==> config.mk <==
export PLATFORM = sky130hd
export DESIGN_NAME = irq_aggregator
export DESIGN_NICKNAME = d
export VERILOG_FILES = /design/src/rtl/irq_agg_pkg.sv /design/src/rtl/irq_cfg_regs.sv /design/src/rtl/irq_req_bank.sv /design/src/rtl/irq_pad_drv.sv /design/src/rtl/irq_aggregator.sv
export SDC_FILE = /design/constraint.sdc
export NUM_CORES = 1
export LEC_CHECK = 0
export ABC_AREA = 1
export BUFFER_PORTS_ARGS = -buffer_cell sky130_fd_sc_hd__buf_2
export CORE_MARGIN = 5
export CORE_UTILIZATION = 52
export CTS_CLUSTER_SIZE = 24
export DETAILED_ROUTE_END_ITERATION = 10
export PLACE_DENSITY = 0.82
export SLEW_MARGIN = 10
export SYNTH_ARGS = -nofsm -noshare
export SYNTH_HDL_FRONTEND = slang
export SYNTH_SLANG_ARGS = --single-unit
==> constraint.sdc <==
create_clock -name clk -period 2.3 [get_ports clk]
set_clock_uncertainty 0.2 [all_clocks]
set_input_delay 0.115 -clock clk [delete_from_list [all_inputs] [get_ports clk]]
set_output_delay 0.115 -clock clk [all_outputs]
set_load 0.05 [all_outputs]
==> src/rtl/irq_agg_pkg.sv <==
package irq_agg_pkg;

    localparam int ADDR_W = 2;

    typedef enum logic [ADDR_W-1:0] {
        SEL_REQ   = 2'd0,
        SEL_MASK  = 2'd1,
        SEL_CLR   = 2'd2,
        SEL_ERREN = 2'd3
    } reg_sel_e;

    typedef struct packed {
        logic mask_we;
        logic clr_we;
        logic erren_we;
    } wr_strobe_t;

    function automatic wr_strobe_t decode_wr(input logic we, input reg_sel_e sel);
        wr_strobe_t s;
        s.mask_we  = we && (sel == SEL_MASK);
        s.clr_we   = we && (sel == SEL_CLR);
        s.erren_we = we && (sel == SEL_ERREN);
        return s;
    endfunction

endpackage

==> src/rtl/irq_cfg_regs.sv <==
module irq_cfg_regs
    import irq_agg_pkg::*;
#(
    parameter int NUM_SRC = 8,
    parameter int NUM_ERR = 3
) (
    input  logic               clk,
    input  logic               rst,
    input  wr_strobe_t         strb,
    input  logic [NUM_SRC-1:0] wdata,
    output logic [NUM_SRC-1:0] mask_q,
    output logic [NUM_ERR-1:0] erren_q
);

    always_ff @(posedge clk) begin
        if (rst) begin
            mask_q  <= '1;
            erren_q <= '0;
        end else begin
            if (strb.mask_we)  mask_q  <= wdata;
            if (strb.erren_we) erren_q <= wdata[NUM_ERR-1:0];
        end
    end

endmodule

==> src/rtl/irq_req_bank.sv <==
module irq_req_bank #(
    parameter int NUM_SRC = 8,
    parameter int NUM_ERR = 3
) (
    input  logic               clk,
    input  logic               rst,
    input  logic [NUM_SRC-1:0] evt_i,
    input  logic [NUM_ERR-1:0] erren,
    input  logic               clr_we,
    input  logic [NUM_SRC-1:0] clr_data,
    output logic [NUM_SRC-1:0] req_q
);

    logic [NUM_SRC-1:0] set_vec;
    logic [NUM_SRC-1:0] drop_vec;

    for (genvar i = 0; i < NUM_SRC; i++) begin : g_src
        if (i < NUM_ERR) begin : g_gated
            assign set_vec[i] = evt_i[i] & erren[i];
        end else begin : g_live
            assign set_vec[i] = evt_i[i];
        end
    end

    // zero in clear data acknowledges; one is a no-op
    assign drop_vec = clr_we ? ~clr_data : '0;

    always_ff @(posedge clk) begin
        if (rst) req_q <= '0;
        else     req_q <= (req_q & ~drop_vec) | set_vec;   // set wins
    end

endmodule

==> src/rtl/irq_pad_drv.sv <==
module irq_pad_drv #(
    parameter int NUM_SRC = 8
) (
    input  logic [NUM_SRC-1:0] req,
    input  logic [NUM_SRC-1:0] mask,
    output logic               irq_oe,
    output logic               irq_n
);

    logic [NUM_SRC-1:0] live;

    assign live   = req & ~mask;
    assign irq_oe = |live;
    assign irq_n  = ~irq_oe;

endmodule

==> src/rtl/irq_aggregator.sv <==
module irq_aggregator
    import irq_agg_pkg::*;
#(
    parameter int NUM_SRC = 8,
    parameter int NUM_ERR = 3
) (
    input  logic               clk,
    input  logic               rst,
    input  logic [NUM_SRC-1:0] evt_i,
    input  logic [ADDR_W-1:0]  reg_addr,
    input  logic               reg_wr,
    input  logic [NUM_SRC-1:0] reg_wdata,
    output logic [NUM_SRC-1:0] reg_rdata,
    output logic               irq_n,
    output logic               irq_oe
);

    reg_sel_e           sel;
    wr_strobe_t         strb;
    logic [NUM_SRC-1:0] req_q;
    logic [NUM_SRC-1:0] mask_q;
    logic [NUM_ERR-1:0] erren_q;

    assign sel  = reg_sel_e'(reg_addr);
    assign strb = decode_wr(reg_wr, sel);

    irq_cfg_regs #(.NUM_SRC(NUM_SRC), .NUM_ERR(NUM_ERR)) u_cfg (
        .clk     (clk),
        .rst     (rst),
        .strb    (strb),
        .wdata   (reg_wdata),
        .mask_q  (mask_q),
        .erren_q (erren_q)
    );

    irq_req_bank #(.NUM_SRC(NUM_SRC), .NUM_ERR(NUM_ERR)) u_req (
        .clk      (clk),
        .rst      (rst),
        .evt_i    (evt_i),
        .erren    (erren_q),
        .clr_we   (strb.clr_we),
        .clr_data (reg_wdata),
        .req_q    (req_q)
    );

    irq_pad_drv #(.NUM_SRC(NUM_SRC)) u_pad (
        .req    (req_q),
        .mask   (mask_q),
        .irq_oe (irq_oe),
        .irq_n  (irq_n)
    );

    always_comb begin
        unique case (sel)
            SEL_REQ:   reg_rdata = req_q;
            SEL_MASK:  reg_rdata = mask_q;
            SEL_CLR:   reg_rdata = '1;
            SEL_ERREN: reg_rdata = {{(NUM_SRC-NUM_ERR){1'b0}}, erren_q};
            default:   reg_rdata = '1;
        endcase
    end

endmodule

# After elaboration in Yosys (flattened, before gate mapping)
# Cells that the tools add are included.
# classes
n_reduce_logical	5
mux	2
n_eq_ne	3
n_bitwise	10
# ops
operator	n
case mux 8 bit (4 select lines)	1
NOT 8 bit	3
bitwise AND 8 bit	2
2-to-1 mux 8 bit	1
OR 8 bit	1
OR reduction 8 bit	1
equality test 2 bit, second input constant	2
bitwise AND 1 bit	3
logical AND 1 bit	3
equality test 2 x 1 -> 1 bit, second input constant	1
logical NOT 2 bit	1
NOT 1 bit	1
# word_totals
elab_cells	23
inputBits	21
register_bits	19

# Logic depth before layout (Yosys ltp)
# Gate-level depths: netlist (run 1).
# logic_depth
ltp_word	6
ltp_mapped	6

# Modules after synthesis
# A second synthesis (run 1) with hierarchy kept.
# unflattened
cells_unflattened	169
hier_area_um2	1036.0
# modules_own_cells
module	area_per_inst_um2	cells_per_inst	seq_area_each_um2	n_inst
irq_cfg_regs	416.6	54	220.2	1
irq_req_bank	329.1	50	160.2	1
irq_aggregator	180.2	36	0.0	1
irq_pad_drv	110.1	29	0.0	1

# Worst setup path before layout (run 1)
# Ideal clock, no wire load.
# synth_timing
kind	input port to output port
start	input port reg_addr[1]
end	output port reg_rdata[5]
arrival_ns	1.543
stages	4
slack_ns	0.442
path_cell_list	buf_4 > nor2_4 > inv_1 > o21ai_0
# synth_via
elab_chain_cells	2
elab_cells_between_ends	5
classes_between	3 x eq/ne; 1 x mux; 1 x reduce/logical
# synth_lines
element	line_no	text
from (decl)	irq_aggregator.sv:10	input logic [ADDR_W-1:0] reg_addr,
equality test 2 bit, or another cell as far along	irq_aggregator.sv:54	unique case (sel)
case mux 8 bit (4 select lines) *	irq_aggregator.sv:54	
to (decl)	irq_aggregator.sv:13	output logic [NUM_SRC-1:0] reg_rdata,
# Every way passes the cells marked *; elsewhere a longest branch is shown, timed or not.

# Worst setup path in the final report (run 1)
# layout_timing
start	register u_cfg.mask_q[5]
end	output port irq_n
# layout_via
elab_chain_cells	4
# layout_lines
element	line_no	text
from (decl)	irq_cfg_regs.sv:11	output logic [NUM_SRC-1:0] mask_q,
from (signal assigned)	irq_cfg_regs.sv:20	if (strb.mask_we) mask_q <= wdata;
NOT 8 bit	irq_pad_drv.sv:12	assign live = req & ~mask;
bitwise AND 8 bit	irq_pad_drv.sv:12	
OR reduction 8 bit	irq_pad_drv.sv:13	assign irq_oe = |live;
NOT 1 bit	irq_pad_drv.sv:14	assign irq_n = ~irq_oe;
to (decl)	irq_aggregator.sv:14	output logic irq_n,
# Every way passes these cells.

==> key figures, run 1 <==
Status
  • Outcome: finished clean

Clock tree
  • Total CTS buffers: 3
  • Longest Clk Path Bufs: 2
  • Worst skew pair latency: ~0.31 ns
  • Setup fix buffers added after clock tree synthesis: 0
  • CTS root buffer: clkbuf_4
  • Post-cts resize count: 0
  • CTS Sinks: 19
  • H-tree levels: 1
  • CTS Hold Bufs: 24
  • Clock slew at reported path FFs: 0.11 ns
  • CTS tree: done

Drt
  • DR pass1 iterations: 4
  • Iteration-0 DRC Markers: 44
  • Vias post-DR: 1136
  • Residual DRC: 0
  • Post-DRT Antenna Nets: 0
  • Vias per cell: a little over 5
  • Mean routed wirelength per cell: about 13 µm
  • Total Wirelength: 2820 µm

Critical path
  • Slowest stage delay, CP: 0.34 ns
  • CP max stage cell: dfxtp_1
  • Buf/Inv on CP: 3
  • Critical path arrival: around 1.4 ns
  • Startpoint Class: flip-flop
  • Worst Setup End Kind: primary output
  • Register-to-Register Path Depth: 3
  • Worst setup path class: flip-flop to primary output
  • Peak fanout along the critical path: 2
  • CP top delay family: buffers and inverters
  • Critical Path RT: 1.99 ns
  • Stages on the worst setup path: 7
  • CP cell instances: inv_1 -> nand2_1 -> o21ai_0 -> nor2_1 -> inv_1 -> nor2_1 -> buf_2

Final layout
  • Fraction of layout cells with a size suffix above 1: 18.5%
  • Final Cell Area: 0.00136 mm²
  • P&R area growth vs syn: 44.8%
  • Final nets: 217
  • Util after Layout: between 70% and 80%

Synthesis
  • Ys flop type: dfxtp_1
  • Seq cells post-synth: 19
  • Mapped Avg Cell Area: roughly 6.7 µm²
  • Number of flops mapped to enable cells by yosys: 0
  • Post-synthesis cell count: roughly 140
  • Seq/Total Area, Yosys: 40.4%
  • Syn_nets: 162
  • Most frequent cell after synthesis: nand2_1
  • Ranking of synthesized cells by area: dfxtp_1 (40%), nand2_1 (15%), inv_1 (12%)
  • Synthesis Warnings: 0
  • Post-synth top cells: nand2_1 (37), inv_1 (30), dfxtp_1 (19), a21oi_1 (17), o21ai_0 (14)
  • Largest area contributor in the netlist: dfxtp_1
  • Post-synthesis async set-or-reset flop share: 0%
  • Top-area cell type share of the netlist area: 40.4%
  • Synth cell types: 14
  • Cell Area, Synth: 942 µm²

Power and ir drop
  • Worst vdd ir: just under 0.0004 V
  • Psw: 0.000257 W
  • Pint: 0.000492 W
  • Leak: roughly 0.7 nW
  • Pwr Density: 549 mW/mm²
  • Switching Share: around 34%
  • Pwr Total: 0.000749 W
  • Power share of the sequential group: between 40% and 50%
  • Clk network pwr share: 23.6%
  • Logic pwr share: 28.3%

Die
  • Die area: approximately 0.0028 mm²
  • Effective utilization at floorplan: 54.6%
  • # rows: 15
  • Io pins: 31
  • Die Y-Extent: 52.6 µm
  • CORE AREA: ~0.0017 mm²
  • Chip Width: approximately 53 µm

Global route
  • Grt total ovfl: 0
  • Largest net degree at the start of global routing: 17
  • Total GRT Usage: 23.2%
  • Initial antenna violation count: 0
  • First-pass GRT wire length: 4650 µm
  • Vias in the first global route: about 1100

Timing
  • RSZ-0062 raised after global routing: no
  • Setup_tns: 0 ns
  • Measured slew at the worst slew-check pin: a little under 0.6 ns
  • Setup ws final: just under 0.6 ns
  • Max Fclk: roughly 0.6 GHz
  • Final Hold Fails: 0
  • Final Setup Violations: 0
  • Pins over their slew limit: 0
  • Minimum clock period: 1.70 ns
  • Relative slew slack: approximately three fifths
  • Final period util: 74.1%

Hold path
  • Hold crit path type: input pin to flip-flop
  • Worst Hold Path Cells: 3

Placed design
  • Worst slack, placed: 0.876 ns
  • Placed Area: 0.00109 mm²
  • DP Wirelength: 1770 µm
  • PortBufs: 30
  • Gpl congestion: 0.844

Run
  • Maxcap violations: 0
==> per-stage QoR <==
stage                     instances  hold WS (ns)
after floorplan                 141        0.0490
after global placement          192         0.153
after detailed placement        192         0.159
after CTS                       220        0.0687
after global routing            220        0.0935
final                           221        0.0637
==> worst paths after layout <==
check,to,from,slack (ns)
setup / recovery,irq_n,u_cfg.mask_q[5]$_SDFFE_PP1P_,0.60
hold / removal,u_cfg.erren_q[0]$_SDFFE_PP0P_,reg_wr,0.06
setup reg to reg,u_req.req_q[0]$_SDFF_PP0_,u_cfg.erren_q[0]$_SDFFE_PP0P_,0.91
hold reg to reg,u_cfg.erren_q[1]$_SDFFE_PP0P_,u_cfg.erren_q[1]$_SDFFE_PP0P_,0.28
==> final cells by class <==
class	instances	area (µm²)
diodes	1	2.50
clock buffers	4	26.3
fillers	124	363
inverters	31	116
multi-input cells	87	417
flip-flops and latches	19	380
well taps	25	31.3
repair buffers	54	390
==> state kept, by name, indices dropped and copies added, names as in the netlist <==
name / flops
u_cfg.mask_q: 8
u_req.req_q: 8
u_cfg.erren_q: 3
==> worst register-to-register path, cell delays in order, from the launching register on <==
cell and delay (ns):
dfxtp_1 0.37, nand2_1 0.07, a21oi_1 0.15, dlygate4sd3_1 0.56
==> power by group through the flow <==
stage	logic [W]	registers, W	clock network [W]
2_1_floorplan	0.000129	0.000363	0
3_3_place_gp	0.000171	0.000366	0
4_1_cts	0.000208	0.000360	0.000172
6_report	0.000212	0.000361	0.000177
5_1_grt	0.000229	0.000362	0.000190
3_5_place_dp	0.000175	0.000367	0
==> layer usage <==
layer / track usage, % / vias up / share of wire [%]
li1: - / 554 / -
met1: 27.9 / 517 / 41
met2: 39.0 / 56 / 48
met3: 2.85 / 9 / 7.8
met4: 13.6 / 0 / 3.0
met5: 0 / - / 0
==> kinds of logic after synthesis <==
| kind of cell | after synthesis | share of synthesized area, % |
|---|---|---|
| DFF | 19 | 40.4 |
| and+or+nand+nor | 46 | 19.8 |
| buffers and inverters | 35 | 15.4 |
| AOI/OAI and AO/OA | 41 | 24.4 |
==> placed cells by master, fill, tap and decap left out, types with 4 or more instances in the layout <==
| cell | synthesis | layout |
|---|---|---|
| nand2_1 | 37 | 37 |
| inv_1 | 30 | 30 |
| buf_2 | 2 | 30 |
| dlygate4sd3_1 | 0 | 24 |
| dfxtp_1 | 19 | 19 |
| a21oi_1 | 17 | 17 |
| o21ai_0 | 14 | 14 |
| o211ai_1 | 10 | 10 |
| nor2_1 | 4 | 4 |
Note: power is estimated with default switching activity, not from simulation.
==> inputs of run 2 (changes only) <==
Settings changed: CORE_UTILIZATION 52 to 48, PLACE_DENSITY 0.82 to 0.76.
Clock period 2.3 ns to 1.66 ns, I/O delays scaled along.
==> run 2 against run 1 <==
Compared with the run above:
- highest routed layer unchanged
- total power is 38% higher
- hold slack got worse by 0.025 ns
- largest power group unchanged
- worst setup slack lost 0.50 ns
- die area grew 6.7%
- largest cell class unchanged
- first-iteration DRC count down 25%
- clock power rose by 31%
- routed wire length shrank 5.9%
- register-to-register slack worse by 0.64 ns
- combinational power increased by 41%
- global-route usage fell by 2.7 points
- sequential power grew 39%
==> key figures, run 2 (synthesis gave the netlist of run 1 again) <==
Drt
  • DR pass1 iterations: 4
  • Residual DRC: 0
  • Mean routed wirelength per cell: 11.9 µm
  • Vias post-DR: approximately 1100
  • Iteration-0 DRC Markers: 33
  • Post-DRT Antenna Nets: 0
  • Vias per cell: 4.91
  • Total Wirelength: 2650 µm

Power and ir drop
  • Psw: approximately 0.00034 W
  • Switching Share: 33.4%
  • Leak: around 0.7 nW
  • Worst vdd ir: 0.000537 V
  • Pwr Density: 744 mW/mm²
  • Logic pwr share: 29.0%
  • Power share of the sequential group: a little under 50%
  • Clk network pwr share: between 20 and 25%
  • Pint: 0.000687 W

Critical path
  • Critical path arrival: 1.28 ns
  • Worst Setup End Kind: primary output
  • Critical Path RT: 1.38 ns
  • Startpoint Class: flip-flop
  • Peak fanout along the critical path: 3
  • Worst setup path class: flip-flop to primary output

Global route
  • Grt total ovfl: 0
  • Initial antenna violation count: 0
  • First-pass GRT wire length: 4430 µm
  • Total GRT Usage: between 20% and 30%
  • Vias in the first global route: 1047
  • Largest net degree at the start of global routing: 17

Timing
  • Pins over their slew limit: 0
  • Final Setup Violations: 0
  • Final Hold Fails: 0
  • Relative slew slack: 75.2%
  • Measured slew at the worst slew-check pin: between 0.3 and 0.4 ns
  • RSZ-0062 raised after global routing: no
  • Setup ws final: a little under 0.1 ns
  • Final period util: 94.2%
  • Max Fclk: ~0.64 GHz
  • Setup_tns: 0 ns
  • Hold WS: just under 0.04 ns
  • Minimum clock period: 1.56 ns

Clock tree
  • Total CTS buffers: 3
  • Setup fix buffers added after clock tree synthesis: 0
  • Clock slew at reported path FFs: 0.11 ns
  • CTS Sinks: 19
  • CTS root buffer: clkbuf_4
  • H-tree levels: 1
  • Worst skew pair latency: 0.28 ns
  • CTS tree: done
  • Longest Clk Path Bufs: 2

Placed design
  • Gpl congestion: 0.822
  • Placed cell count: just under 200
  • DP Wirelength: 1770 µm
  • PortBufs: 30
  • Worst slack, placed: a little over 0.3 ns
  • Placed Area: 0.00110 mm²

Die
  • Chip Width: 54.3 µm
  • Io pins: 31
  • Die Y-Extent: 54.3 µm
  • # rows: 16
  • Die area: around 0.0029 mm²
  • Effective utilization at floorplan: 49.0%
  • CORE AREA: 0.00192 mm²

Run
  • Maxcap violations: 0

Final layout
  • Commonest non-fill, non-tap cell in the layout: nand2_1
  • Biggest regs: u_cfg.mask_q x8, u_req.req_q x8, u_cfg.erren_q x3
  • Final Cell Area: ~0.0014 mm²
  • Fraction of layout cells with a size suffix above 1: ~21%
  • P&R area growth vs syn: 47.0%
  • Final non-filler cell total: 223
  • Final nets: roughly 220
  • Most frequent cells in the layout: nand2_1 (36), inv_1 (29), buf_2 (29), dlygate4sd3_1 (24)
  • Diodes inserted: 0
  • Fill count: roughly 170

Hold path
  • Hold crit path type: input pin to flip-flop

Status
  • Outcome: finished clean
-- run 2: cell types whose count changed in the layout (fill, tap and decap cells not counted), moves of 2 or more --
cell     delta
o21ai_1     +2
o21ai_0     -2
dfxtp_1     -2
dfxtp_2     +2
-- run 2: final cells by class --
type / count / area [µm²] / share of cell area [%]
tap: 27 / 33.8 / 2.44
sequential: 19 / 383 / 27.6
clock buffer: 4 / 26.3 / 1.90
inverter: 31 / 116 / 8.40
multi-input combinational: 87 / 422 / 30.4
timing repair buffer: 55 / 404 / 29.2
-- run 2: path summary, 6_finish.rpt --
kind                                                    start                            end  cells past startpoint  slack (ns)
worst max-delay path                u_req.req_q[5]$_SDFF_PP0_                          irq_n                      6         0.1
worst min-delay path                                   reg_wr  u_cfg.erren_q[1]$_SDFFE_PP0P_                      3        0.04
worst max register to register      u_req.req_q[5]$_SDFF_PP0_      u_req.req_q[5]$_SDFF_PP0_                      3        0.27
worst min register to register  u_cfg.erren_q[2]$_SDFFE_PP0P_  u_cfg.erren_q[2]$_SDFFE_PP0P_                      2        0.28
-- run 2: timing repair --
action / 4_1_cts / 5_1_grt
endpoints found under the hold margin: 19 / 0
resized for setup: 1 / 8
pin swaps: 0 / 2
setup endpoints to repair: 1 / 2
hold buffers: 24 / 0
-- run 2: metal layers --
metal	part of all wire [%]	global-route usage, %	up-vias
met5	0	0	-
li1	-	-	559
met1	41	24.8	483
met2	53	36.9	41
met4	2.1	4.98	0
met3	4.6	4.09	13
-- run 2: per-stage QoR --
step | util, % | total power, W
after global placement | 57.5 | 0.000747
after CTS | 71.5 | 0.00103
after global routing | 72.1 | 0.00109
final | 72.1 | 0.00103
after detailed placement | 57.5 | 0.000753
after floorplan | - | 0.000682
-- run 2: power by group through the flow --
stage,Sequential (W),Clock (W),Combinational [W]
2_1_floorplan,0.000503,0,0.000179
3_3_place_gp,0.000507,0,0.000240
5_1_grt,0.000503,0.000260,0.000326
3_5_place_dp,0.000508,0,0.000245
4_1_cts,0.000498,0.000236,0.000291
6_report,0.000500,0.000232,0.000299
-- run 2: critical path: stages, from the launching register on --
cell and delay (ns):
dfxtp_1 0.36, nand2_2 0.08, o21ai_1 0.06, nor2_1 0.14, inv_1 0.06, nor2_2 0.13
buf_6 0.17
